**config.mk**
```make
export PLATFORM = sky130hd
export DESIGN_NAME = serial_audio_tx
export DESIGN_NICKNAME = d
export VERILOG_FILES = /design/src/rtl/audio_tx_pkg.sv /design/src/rtl/audio_tx_fifo.sv /design/src/rtl/audio_tx_ctrl.sv /design/src/rtl/audio_tx_datapath.sv /design/src/rtl/serial_audio_tx.sv
export SDC_FILE = /design/constraint.sdc
export NUM_CORES = 1
export LEC_CHECK = 0
export ABC_AREA = 1
export BUFFER_PORTS_ARGS = -buffer_cell sky130_fd_sc_hd__buf_2
export CAP_MARGIN = 30
export CORE_MARGIN = 1.5
export CORE_UTILIZATION = 56
export DETAILED_ROUTE_END_ITERATION = 8
export GPL_TIMING_DRIVEN = 0
export PLACE_DENSITY = 0.73
export RECOVER_POWER = 25
export SLEW_MARGIN = 20
export SYNTH_ARGS = -nofsm -noshare
export SYNTH_HDL_FRONTEND = slang
export SYNTH_SLANG_ARGS = --single-unit
```
**constraint.sdc**
```tcl
create_clock -name clk -period 7.7 [get_ports clk]
set_input_delay 0 -clock clk [delete_from_list [all_inputs] [get_ports clk]]
set_output_delay 0 -clock clk [all_outputs]
set_load 0.05 [all_outputs]
```
**src/rtl/audio_tx_pkg.sv**
```systemverilog
package audio_tx_pkg;

  localparam int SLOT_MAX = 32;
  localparam int SLOT_CNT_W = 6;

  // control to datapath strobes, one cycle wide
  typedef struct packed {
    logic launch;    // a launch edge of the bit clock was seen
    logic load;      // word-select changed at this launch edge
    logic takeFifo;  // the new word comes from the queue head
    logic flush;     // transmitter idle: clear shifter and output
  } txStrobe_t;

  function automatic logic [SLOT_CNT_W-1:0] slotLen(input logic [1:0] sel);
    case (sel)
      2'd0:    return SLOT_CNT_W'(16);
      2'd1:    return SLOT_CNT_W'(24);
      default: return SLOT_CNT_W'(32);
    endcase
  endfunction

endpackage

```
**src/rtl/audio_tx_fifo.sv**
```systemverilog
module audio_tx_fifo #(
  parameter int DATA_W = 24,
  parameter int DEPTH = 16,
  localparam int PTR_W = (DEPTH > 1) ? $clog2(DEPTH) : 1,
  localparam int LVL_W = $clog2(DEPTH + 1)
) (
  input  logic              clk,
  input  logic              rstN,
  input  logic              flush,
  input  logic              push,
  input  logic [DATA_W-1:0] pushData,
  input  logic              pop,
  output logic [DATA_W-1:0] headData,
  output logic [LVL_W-1:0]  level,
  output logic              full,
  output logic              empty
);

  logic [DATA_W-1:0] store [DEPTH];
  logic [PTR_W-1:0]  wrPtr;
  logic [PTR_W-1:0]  rdPtr;
  logic              doPush;
  logic              doPop;

  assign full   = (level == LVL_W'(DEPTH));
  assign empty  = (level == '0);
  assign doPush = push & ~full;
  assign doPop  = pop & ~empty;

  function automatic logic [PTR_W-1:0] bump(input logic [PTR_W-1:0] p);
    return (p == PTR_W'(DEPTH - 1)) ? '0 : p + PTR_W'(1);
  endfunction

  always_ff @(posedge clk) begin
    if (!rstN || flush) begin
      wrPtr <= '0;
      rdPtr <= '0;
      level <= '0;
    end else begin
      if (doPush) wrPtr <= bump(wrPtr);
      if (doPop)  rdPtr <= bump(rdPtr);
      case ({doPush, doPop})
        2'b10:   level <= level + LVL_W'(1);
        2'b01:   level <= level - LVL_W'(1);
        default: level <= level;
      endcase
    end
  end

  always_ff @(posedge clk) begin
    if (doPush) store[wrPtr] <= pushData;
  end

  assign headData = store[rdPtr];

  // level never passes the depth
  a_r7_no_overflow: assert property (@(posedge clk) disable iff (!rstN)
    level <= LVL_W'(DEPTH));

  // a flush leaves the queue empty
  a_r12_flush_empties: assert property (@(posedge clk) disable iff (!rstN)
    flush |=> empty);

endmodule

```
**src/rtl/audio_tx_ctrl.sv**
```systemverilog
module audio_tx_ctrl
  import audio_tx_pkg::*;
#(
  parameter int LVL_W = 5
) (
  input  logic             clk,
  input  logic             rstN,
  input  logic             globalEn,
  input  logic             txEn,
  input  logic             masterMode,
  input  logic             launchOnRise,
  input  logic [1:0]       slotSel,
  input  logic             bitTick,
  input  logic             sclkIn,
  input  logic             wsIn,
  input  logic             wrEn,
  input  logic             statusRd,
  input  logic [LVL_W-1:0] trigLevel,
  input  logic [2:0]       intMask,
  input  logic             fifoFull,
  input  logic             fifoEmpty,
  input  logic [LVL_W-1:0] fifoLevel,
  output txStrobe_t        strobe,
  output logic             fifoPush,
  output logic             fifoPop,
  output logic             fifoFlush,
  output logic             sclkOut,
  output logic             wsOut,
  output logic             overrun,
  output logic             underrun,
  output logic             irq
);

  logic                  active;
  logic                  mSclk;
  logic                  mWs;
  logic                  mStarted;
  logic [SLOT_CNT_W-1:0] mCnt;
  logic [SLOT_CNT_W-1:0] slotBits;

  assign active   = globalEn & txEn;
  assign slotBits = slotLen(slotSel);

  // local bit clock and word select generator
  always_ff @(posedge clk) begin
    if (!rstN || !globalEn || !masterMode) begin
      mSclk    <= 1'b0;
      mWs      <= 1'b0;
      mStarted <= 1'b0;
      mCnt     <= '0;
    end else if (bitTick) begin
      mSclk <= ~mSclk;
      if (mSclk) begin
        if (!mStarted) begin
          mWs      <= 1'b1;
          mStarted <= 1'b1;
          mCnt     <= '0;
        end else if (mCnt == slotBits - SLOT_CNT_W'(1)) begin
          mWs  <= ~mWs;
          mCnt <= '0;
        end else begin
          mCnt <= mCnt + SLOT_CNT_W'(1);
        end
      end
    end
  end

  assign sclkOut = masterMode & mSclk;
  assign wsOut   = masterMode & mWs;

  // edge tracking on the selected timing source
  logic sclkSel;
  logic wsSel;
  logic sclkPrev;
  logic wsLast;
  logic armed;
  logic launch;
  logic wsChange;
  logic wordStart;
  logic starve;

  assign sclkSel = masterMode ? mSclk : sclkIn;
  assign wsSel   = masterMode ? mWs : wsIn;

  always_ff @(posedge clk) begin
    if (!rstN) sclkPrev <= 1'b0;
    else       sclkPrev <= sclkSel;
  end

  assign launch    = active & (launchOnRise ? (sclkSel & ~sclkPrev) : (~sclkSel & sclkPrev));
  assign wsChange  = launch & (wsSel != wsLast);
  assign wordStart = wsChange & (armed | ~wsSel);
  assign fifoPop   = wordStart & ~fifoEmpty;
  assign starve    = wordStart & fifoEmpty;

  always_ff @(posedge clk) begin
    if (!rstN || !active) begin
      wsLast <= 1'b0;
      armed  <= 1'b0;
    end else if (launch) begin
      wsLast <= wsSel;
      if (wsChange && !wsSel) armed <= 1'b1;
    end
  end

  always_comb begin
    strobe.launch   = launch;
    strobe.load     = wsChange;
    strobe.takeFifo = fifoPop;
    strobe.flush    = ~active;
  end

  assign fifoPush  = wrEn & globalEn;
  assign fifoFlush = ~globalEn;

  // sticky status, set wins over clear
  logic overrunSet;
  assign overrunSet = wrEn & globalEn & fifoFull;

  always_ff @(posedge clk) begin
    if (!rstN) begin
      overrun  <= 1'b0;
      underrun <= 1'b0;
    end else begin
      overrun  <= overrunSet | (overrun & ~statusRd);
      underrun <= starve | (underrun & ~statusRd);
    end
  end

  logic threshSrc;
  assign threshSrc = globalEn & (fifoLevel <= trigLevel);
  assign irq = |({underrun, overrun, threshSrc} & intMask);

  // generated timing is silent one cycle after disable
  a_r12_quiet_when_off: assert property (@(posedge clk) disable iff (!rstN)
    !globalEn |=> (!sclkOut && !wsOut));

  // generated word select only moves on a falling bit clock
  a_r3_ws_moves_on_fall: assert property (@(posedge clk) disable iff (!rstN)
    (masterMode && globalEn && $past(masterMode) && $past(globalEn) && !$stable(wsOut))
      |-> $fell(sclkOut));

  // a write into a full queue latches overrun
  a_r7_overrun_latch: assert property (@(posedge clk) disable iff (!rstN)
    overrunSet |=> overrun);

  // an empty queue at an armed word start latches underrun
  a_r10_underrun_latch: assert property (@(posedge clk) disable iff (!rstN)
    starve |=> underrun);

endmodule

```
**src/rtl/audio_tx_datapath.sv**
```systemverilog
module audio_tx_datapath
  import audio_tx_pkg::*;
#(
  parameter int SAMPLE_W = 24
) (
  input  logic                clk,
  input  logic                rstN,
  input  txStrobe_t           strobe,
  input  logic [SAMPLE_W-1:0] fifoData,
  output logic                sdo
);

  localparam int PAD_W = SLOT_MAX - SAMPLE_W;

  logic [SLOT_MAX-1:0] shiftQ;
  logic [SLOT_MAX-1:0] loadWord;

  // left-align the sample in the widest slot
  generate
    if (PAD_W > 0) begin : g_pad
      assign loadWord = {fifoData, {PAD_W{1'b0}}};
    end else begin : g_trunc
      assign loadWord = fifoData[SAMPLE_W-1 -: SLOT_MAX];
    end
  endgenerate

  always_ff @(posedge clk) begin
    if (!rstN || strobe.flush) begin
      shiftQ <= '0;
      sdo    <= 1'b0;
    end else if (strobe.launch) begin
      sdo <= shiftQ[SLOT_MAX-1];
      if (strobe.load) shiftQ <= strobe.takeFifo ? loadWord : '0;
      else             shiftQ <= shiftQ << 1;
    end
  end

  // the output only moves after a launch edge or a flush
  a_r6_sdo_moves_on_launch: assert property (@(posedge clk) disable iff (!rstN)
    (!$past(strobe.launch) && !$past(strobe.flush)) |-> $stable(sdo));

endmodule

```
**src/rtl/serial_audio_tx.sv**
```systemverilog
module serial_audio_tx
  import audio_tx_pkg::*;
#(
  parameter int SAMPLE_W = 24,
  parameter int FIFO_DEPTH = 16,
  localparam int LVL_W = $clog2(FIFO_DEPTH + 1)
) (
  input  logic                clk,
  input  logic                rstN,
  input  logic                globalEn,
  input  logic                txEn,
  input  logic                masterMode,
  input  logic                launchOnRise,
  input  logic [1:0]          slotSel,
  input  logic                bitTick,
  input  logic                sclkIn,
  input  logic                wsIn,
  input  logic                wrEn,
  input  logic [SAMPLE_W-1:0] wrData,
  input  logic [LVL_W-1:0]    trigLevel,
  input  logic [2:0]          intMask,
  input  logic                statusRd,
  output logic                sdo,
  output logic                sclkOut,
  output logic                wsOut,
  output logic                overrun,
  output logic                underrun,
  output logic                irq
);

  txStrobe_t           strobe;
  logic                fifoPush;
  logic                fifoPop;
  logic                fifoFlush;
  logic                fifoFull;
  logic                fifoEmpty;
  logic [LVL_W-1:0]    fifoLevel;
  logic [SAMPLE_W-1:0] headData;

  audio_tx_fifo #(.DATA_W(SAMPLE_W), .DEPTH(FIFO_DEPTH)) fifo_i (
    .clk(clk), .rstN(rstN), .flush(fifoFlush), .push(fifoPush), .pushData(wrData),
    .pop(fifoPop), .headData(headData), .level(fifoLevel), .full(fifoFull), .empty(fifoEmpty)
  );

  audio_tx_ctrl #(.LVL_W(LVL_W)) ctrl_i (
    .clk(clk), .rstN(rstN), .globalEn(globalEn), .txEn(txEn), .masterMode(masterMode),
    .launchOnRise(launchOnRise), .slotSel(slotSel), .bitTick(bitTick), .sclkIn(sclkIn),
    .wsIn(wsIn), .wrEn(wrEn), .statusRd(statusRd), .trigLevel(trigLevel), .intMask(intMask),
    .fifoFull(fifoFull), .fifoEmpty(fifoEmpty), .fifoLevel(fifoLevel), .strobe(strobe),
    .fifoPush(fifoPush), .fifoPop(fifoPop), .fifoFlush(fifoFlush), .sclkOut(sclkOut),
    .wsOut(wsOut), .overrun(overrun), .underrun(underrun), .irq(irq)
  );

  audio_tx_datapath #(.SAMPLE_W(SAMPLE_W)) dp_i (
    .clk(clk), .rstN(rstN), .strobe(strobe), .fifoData(headData), .sdo(sdo)
  );

endmodule

```
# After elaboration in Yosys (flattened, before gate mapping)

Memory sizes are Yosys's and may differ from the RTL's. A register that Yosys moved wholly into a read port is not among the register bits.
Index checks and enable logic that the tools add are counted.

Divide/modulo/power cells: 0
Eq/ne operators: 9
$add $sub $neg: 6
$mul: 0
Shifts and indexed selects: 0
Bitwise logic cells: 31
Reductions and logical operators: 18
Order comparisons: 1
Multiplexer cells: 17

Operator list:

| cell                                                 | number |
|---|---|
| 2-to-1 mux 32 bit                                    | 2 |
| AND 1 bit                                            | 17 |
| 2-to-1 mux 4 bit                                     | 4 |
| 2-to-1 mux 6 bit                                     | 2 |
| case mux 6 bit (2 select lines)                      | 1 |
| NOT 1 bit                                            | 10 |
| case mux 5 bit (2 select lines)                      | 1 |
| adder 4 x 1 -> 4 bit (second input constant)         | 2 |
| equality test 4 bit (second input constant)          | 2 |
| 2-to-1 mux 1 bit                                     | 7 |
| adder 6 x 1 -> 6 bit (second input constant)         | 1 |
| equality test 6 bit                                  | 1 |
| subtractor 6 x 1 -> 6 bit (second input constant)    | 1 |
| adder 5 x 1 -> 5 bit (second input constant)         | 1 |
| equality test 5 bit (second input constant)          | 1 |
| <= comparator 5 bit                                  | 1 |
| zero test 1 bit                                      | 5 |
| zero test 5 bit                                      | 1 |
| logical OR 1 bit                                     | 5 |
| subtractor 5 x 1 -> 5 bit (second input constant)    | 1 |
| equality test 2 x 1 -> 1 bit (second input constant) | 2 |
| AND reduction 2 bit                                  | 2 |
| AND 3 bit                                            | 1 |
| bitwise OR 1 bit                                     | 3 |
| 8 further kinds                                      | 8 |

Word-level logic and storage cells: 97
Register bits: 60
RAM bits: 384
Bits in read-only memories: 0
Memories kept: 1
Latch bits: 0
Output and inout port bits: 6
Input bits: 45

Memory list:

| memory       | depth | width | read ports | clocked after Yosys merged registers in | write ports | line                | RTL |
|---|---|---|---|---|---|---|---|
| fifo_i.store | 16    | 24    | 1          | 1                                       | 1           | audio_tx_fifo.sv:19 | `logic [DATA_W-1:0] store [DEPTH];` |

# Depth between registers and ports, before layout

Depth after elaboration: 11
Depth in mapped cells: 19
Gate-level depth less buffers: 18

# Hierarchy

From an unflattened synthesis, not the netlist that was laid out.

Cell total of the unflattened synthesis: 1,704
Area total of the unflattened synthesis: 19,195.9 sq um

By module, submodules not included:

| module            | sequential area each (sq um) | cells an instance | area an instance (sq um) | instances |
|---|---|---|---|---|
| audio_tx_fifo     | 11,871.4                     | 1,356             | 17,017.6                 | 1 |
| audio_tx_datapath | 500.5                        | 213               | 1,271.2                  | 1 |
| audio_tx_ctrl     | 280.3                        | 135               | 907.1                    | 1 |

# Worst setup path before layout

No wires, ideal clock.

Path type: register -> register
From: reg fifo_i.level[1]
To: mem fifo_i.store[7][0], enable pin
Data arrival time: 2.621 ns
Period minus slack after synthesis: 3.056 ns
Path buffers: 0
Library setup time: 0.435 ns
Stages on the path, launching flop included: 7
Data required time: 7.265 ns
Path slack: 4.644 ns
Cell sequence: dfxtp_1 -> nor2_1 -> nand4_1 -> nand2_1 -> inv_1 -> nand2_1 -> nor3_1

Longest elaborated chain between the ends: 5

Ends and longest elaborated chain:

| what                                   | line                | RTL |
|---|---|---|
| start: declaration                     | audio_tx_fifo.sv:14 | `output logic [LVL_W-1:0] level,` |
| start signal: assignment               | audio_tx_fifo.sv:43 | `2'b10: level <= level + LVL_W'(1);` |
| start signal: assignment               | audio_tx_fifo.sv:44 | `2'b01: level <= level - LVL_W'(1);` |
| start signal: assignment               | audio_tx_fifo.sv:45 | `default: level <= level;` |
| equality test 5 bit                    | audio_tx_fifo.sv:25 | `assign full = (level == LVL_W'(DEPTH));` |
| NOT 1 bit                              | audio_tx_fifo.sv:27 | `assign doPush = push & ~full;` |
| AND 1 bit                              | audio_tx_fifo.sv:27 |  |
| 2-to-1 mux 1 bit                       | audio_tx_fifo.sv:51 | `if (doPush) store[wrPtr] <= pushData;` |
| 2-to-1 mux 1 bit (implied by the code) | audio_tx_fifo.sv:51 |  |
| end: declaration                       | audio_tx_fifo.sv:19 |  |

No other way between the ends.

# Worst setup path after layout

From: in masterMode
To: reg fifo_i.level[4]

Longest elaborated chain between the ends: 11
Elaborated cells on any way between the ends: 18
Those cells by class: eq/ne: 3; mux: 4; bitwise: 10; reduce/logical: 1

Ends and longest elaborated chain:

| what                                                                         | line                  | RTL |
|---|---|---|
| start: declaration                                                           | serial_audio_tx.sv:12 | `input logic masterMode,` |
| 2-to-1 mux 1 bit                                                             | audio_tx_ctrl.sv:82   | `assign sclkSel = masterMode ? mSclk : sclkIn;` |
| NOT 1 bit                                                                    | audio_tx_ctrl.sv:90   | `assign launch = active & (launchOnRise ? (sclkSel & ~sclkPrev) : (~sclkSel & sclkPrev));` |
| AND 1 bit                                                                    | audio_tx_ctrl.sv:90   |  |
| 2-to-1 mux 1 bit                                                             | audio_tx_ctrl.sv:90   |  |
| AND 1 bit                                                                    | audio_tx_ctrl.sv:90   |  |
| AND 1 bit                                                                    | audio_tx_ctrl.sv:91   | `assign wsChange = launch & (wsSel != wsLast);` |
| AND 1 bit *                                                                  | audio_tx_ctrl.sv:92   | `assign wordStart = wsChange & (armed \| ~wsSel);` |
| AND 1 bit *                                                                  | audio_tx_ctrl.sv:93   | `assign fifoPop = wordStart & ~fifoEmpty;` |
| AND 1 bit *                                                                  | audio_tx_fifo.sv:28   | `assign doPop = pop & ~empty;` |
| net fifo_i.doPop                                                             | audio_tx_fifo.sv:23   | `logic doPop;` |
| equality test 2 x 1 -> 1 bit / equality test 2 bit (equally long branches)   | audio_tx_fifo.sv:42   | `case ({doPush, doPop})` |
| case mux 5 bit (2 select lines) / nonzero test 2 bit (equally long branches) | --                    |  |

Mark *: on every way through the listed nets, which the timed path passes. The rest lies on a longest branch.
A chain may end at the register's enable or synchronous reset.

==> results.md <==
- Crit path required time: 8170 ps
- Syn Nets: between 1500 and 2000
- Dominant cell type by area after synthesis: edfxtp_1
- Dpl hpwl: 30500 um
- Clock Sinks: 440
- Non-filler instance count after layout: 2192
- DIE HEIGHT: 183 um
- Slowest-stage cell, CP: dlygate4sd3_1
- Critical path buffer and inverter count: 8
- Post-Syn Area per Cell: 11.3 um^2
- Clk_lat worst skew: 540 ps
- Final Critical Period: 3730 ps
- # setup viols final: 0
- Max-slew violations: 0
- Yosys top cell area share: 0.638
- Fmax: 268 MHz
- Clk pin slew, worst setup/hold paths: approximately 70 ps
- Crit share post-route: 0.484
- Chip Width: 183 um
- RSZ-0062 raised after global routing: false
- Die area: 33300 um^2
- Core ar.: about 32000 um^2
- Startpoint types: input port
- Fillcell total: 2321
- Post-route ant nets: 0
- CTS resizes: 0
- Status: completed
- Routed len/inst: 21.4 um
- First DRT Iteration DRCs: 1866
- NumNets Final: between 1500 and 2000
- Vias per inst: a little under 6
- Register area: 12700 um^2
- Cells after DPL: about 2100
- Worst path arrival time: 4190 ps
- Multi-input logic area: 4890 um^2
- Yosys warning total: 0
- Endpoint class of the critical path: flop
- Max_slew headroom: 0.396
- Setup TNS: 0 ps
- Post-CTS Setup Inserts: 0
- Final hold vios: 0
- DRT Pass-1 Iters: 6
- Top cells by area, synth: edfxtp_1 64%, nand3_1 9.4%, nand2_1 9.3%, dfxtp_1 6.2%, a21oi_1 1.7%
- Worst-Margin Slew: 906 ps
- Starting Density: 0.571
- Number of synthesized flops with an enable pin: between 300 and 400
- Largest net degree at the start of global routing: 24
- Asr flop ratio synth: 0
- Fin area: 21000 um^2
- CP peak stage delay: 580 ps
- Layout cells sized above 1: 0.106
- Post-Route WL: 47000 um
- Via count: between 10000 and 15000
- Input/output buffers: 50
- Area growth from synthesis to layout: 16.1%
- Seq/Total Area, Yosys: 0.700
- Root buffer cell: clkbuf_16
- Place WS: 4910 ps
- GR Overflow Total: 0
- Leakage: 7.65 nW
- Final worst slack: 3970 ps
- Top_reg_cell synth: edfxtp_1
- Gpl congestion: 0.866
- GR Util All Layers: 0.286
- Worst hold path type: in2reg
- Num rows: 65
- Max clock buf depth: 3
- Placed cell area: 19300 um^2
- Max-cap violations: 0
- Initial antenna violation count: 1
- Crit Path Max Fanout: 11
- Vias in the first global route: 12400
- Global-route wire length before repair: 70800 um
- Htree depth: 2
- Hold-fix buffers, CTS: 40
- Syn Std Cell Area: 18100 um^2
- Post-synthesis cell type count: 38
- CTS tree: yes
- Critical path's top delay family: buffers and inverters
- CTS Buf Count: 43
- # diodes: 0
- IO Count: 51
- PD cells: 223 nW/um^2
- Yosys reg bits: 440
- # DRC: 0
- Largest vdd supply drop: roughly 0.00015 V
- Critical path class: in2reg
- Crit-path cells: dlygate4sd3_1 -> buf_2 -> inv_2 -> nand2_1 -> dlygate4sd3_1 -> nand2_2 -> dlygate4sd3_1 -> inv_2 -> nand2_2 -> nand2_4 -> nor2_8 -> nand3_4 -> inv_4 -> buf_6 -> ha_1 -> xor2_1 -> ha_1 -> a21o_1 -> nand3_1 -> nand2_1 -> xor2_1 -> nand2_1 -> a21oi_1
- Cells after synthesis: about 1600
- Layout Skew: 13.5 ps
==> through the flow <==
stage / utilization / hold slack (ps) / power [mW]
after detailed placement: 0.610 / 248 / 2.76
final: 0.663 / 31.7 / 4.68
after global placement: 0.595 / 236 / 2.76
after global routing: 0.663 / 82.8 / 4.79
after CTS: 0.663 / 23.4 / 4.69
after floorplan: - / 98.9 / 2.70
==> state kept, by name (all words and copies together) (netlist names), named ones only <==
register,count
fifo_i.store,384
dp_i.shiftQ,24
ctrl_i.mCnt,6
fifo_i.level,5
fifo_i.rdPtr,4
fifo_i.wrPtr,4
ctrl_i.armed,1
ctrl_i.mSclk,1
ctrl_i.mStarted,1
ctrl_i.mWs,1
ctrl_i.overrun,1
ctrl_i.sclkPrev,1
ctrl_i.underrun,1
ctrl_i.wsLast,1
dp_i.sdo,1
==> cells by family after synthesis <==
| kind of cell | after synthesis | share of synthesized area |
|---|---|---|
| AOI/OAI and AO/OA | 127 | 0.0382 |
| xor gates and xnor gates | 10 | 0.00485 |
| adders and majority gates | 15 | 0.0104 |
| buffers and inverters | 141 | 0.0356 |
| DFF | 440 | 0.700 |
| and+or+nand+nor | 872 | 0.211 |
==> cell usage in the layout (no fill, tap or decap), types with 16 or more instances in the layout <==
cell type,n
nor2_1,42
inv_1,47
o21ai_0,42
dfxtp_1,56
a21oi_1,63
clkbuf_16,45
dlygate4sd3_1,40
buf_4,17
nand2_1,449
buf_2,69
edfxtp_1,384
buf_1,16
clkbuf_1,49
nand3_1,338
==> report_power, final <==
group          switching, mW  total [mW]  leakage (nW)  internal (mW)
clock network          0.852        1.95         0.623           1.10
registers            0.00374        2.60          3.91           2.60
logic                 0.0855       0.125          3.12         0.0399
==> area by class of cell <==
cell class / count / area share
plain buffers: 89 / 0.0212
clock buffers: 56 / 0.0557
clock inverters: 21 / 0.00555
inverters: 52 / 0.00949
multi-input cells: 1024 / 0.233
flip-flops and latches: 440 / 0.603
well taps: 402 / 0.0240
repair buffers: 108 / 0.0477
==> layer usage <==
metal  global-route usage  routed length (um)  share of wire  vias up
li1                     -                   -              -     5921
met1                0.389               18400           0.39     6182
met2                0.450               21900           0.47      707
met3               0.0513                4350          0.093      131
met4                0.140                2250          0.048        2
met5                    0                  13        0.00028        -
==> path summary, 6_finish.rpt <==
| check | from | endpoint | slack [ps] | cells after the start |
|---|---|---|---|---|
| hold / removal | globalEn | fifo_i.level[1] | 30 | 3 |
| setup / recovery | masterMode | fifo_i.level[4] | 3970 | 23 |
| setup reg to reg | ctrl_i.mWs | fifo_i.level[4] | 4330 | 19 |
| hold reg to reg | dp_i.shiftQ[31] | dp_i.sdo | 460 | 2 |
==> Yosys cell counts, types with 3 or more instances <==
cell type and instances:
xor2_1 10, o21a_1 10, a21oi_1 63, nand2_1 449, dfxtp_1 56, buf_2 34
and2_1 11, nor3_1 3, ha_1 15, o21ai_0 42, inv_1 47, nand2_2 4
inv_2 3, edfxtp_1 384, nor2_1 57, buf_1 16, a21oi_2 3, buf_4 14
clkbuf_1 23, nand3_1 338
==> worst register-to-register path, stage by stage (launching register included) <==
cell	delay, ps
dfxtp_1	360
nand2_1	100
nand2_2	100
dlygate4sd3_1	580
inv_2	60
nand2_2	70
nand2_4	90
nor2_8	170
nand3_4	140
inv_4	140
buf_6	170
ha_1	280
xor2_1	230
ha_1	190
a21o_1	120
nand3_1	80
nand2_1	100
xor2_1	150
nand2_1	60
a21oi_1	120
Power figures use the tool's default switching activity.
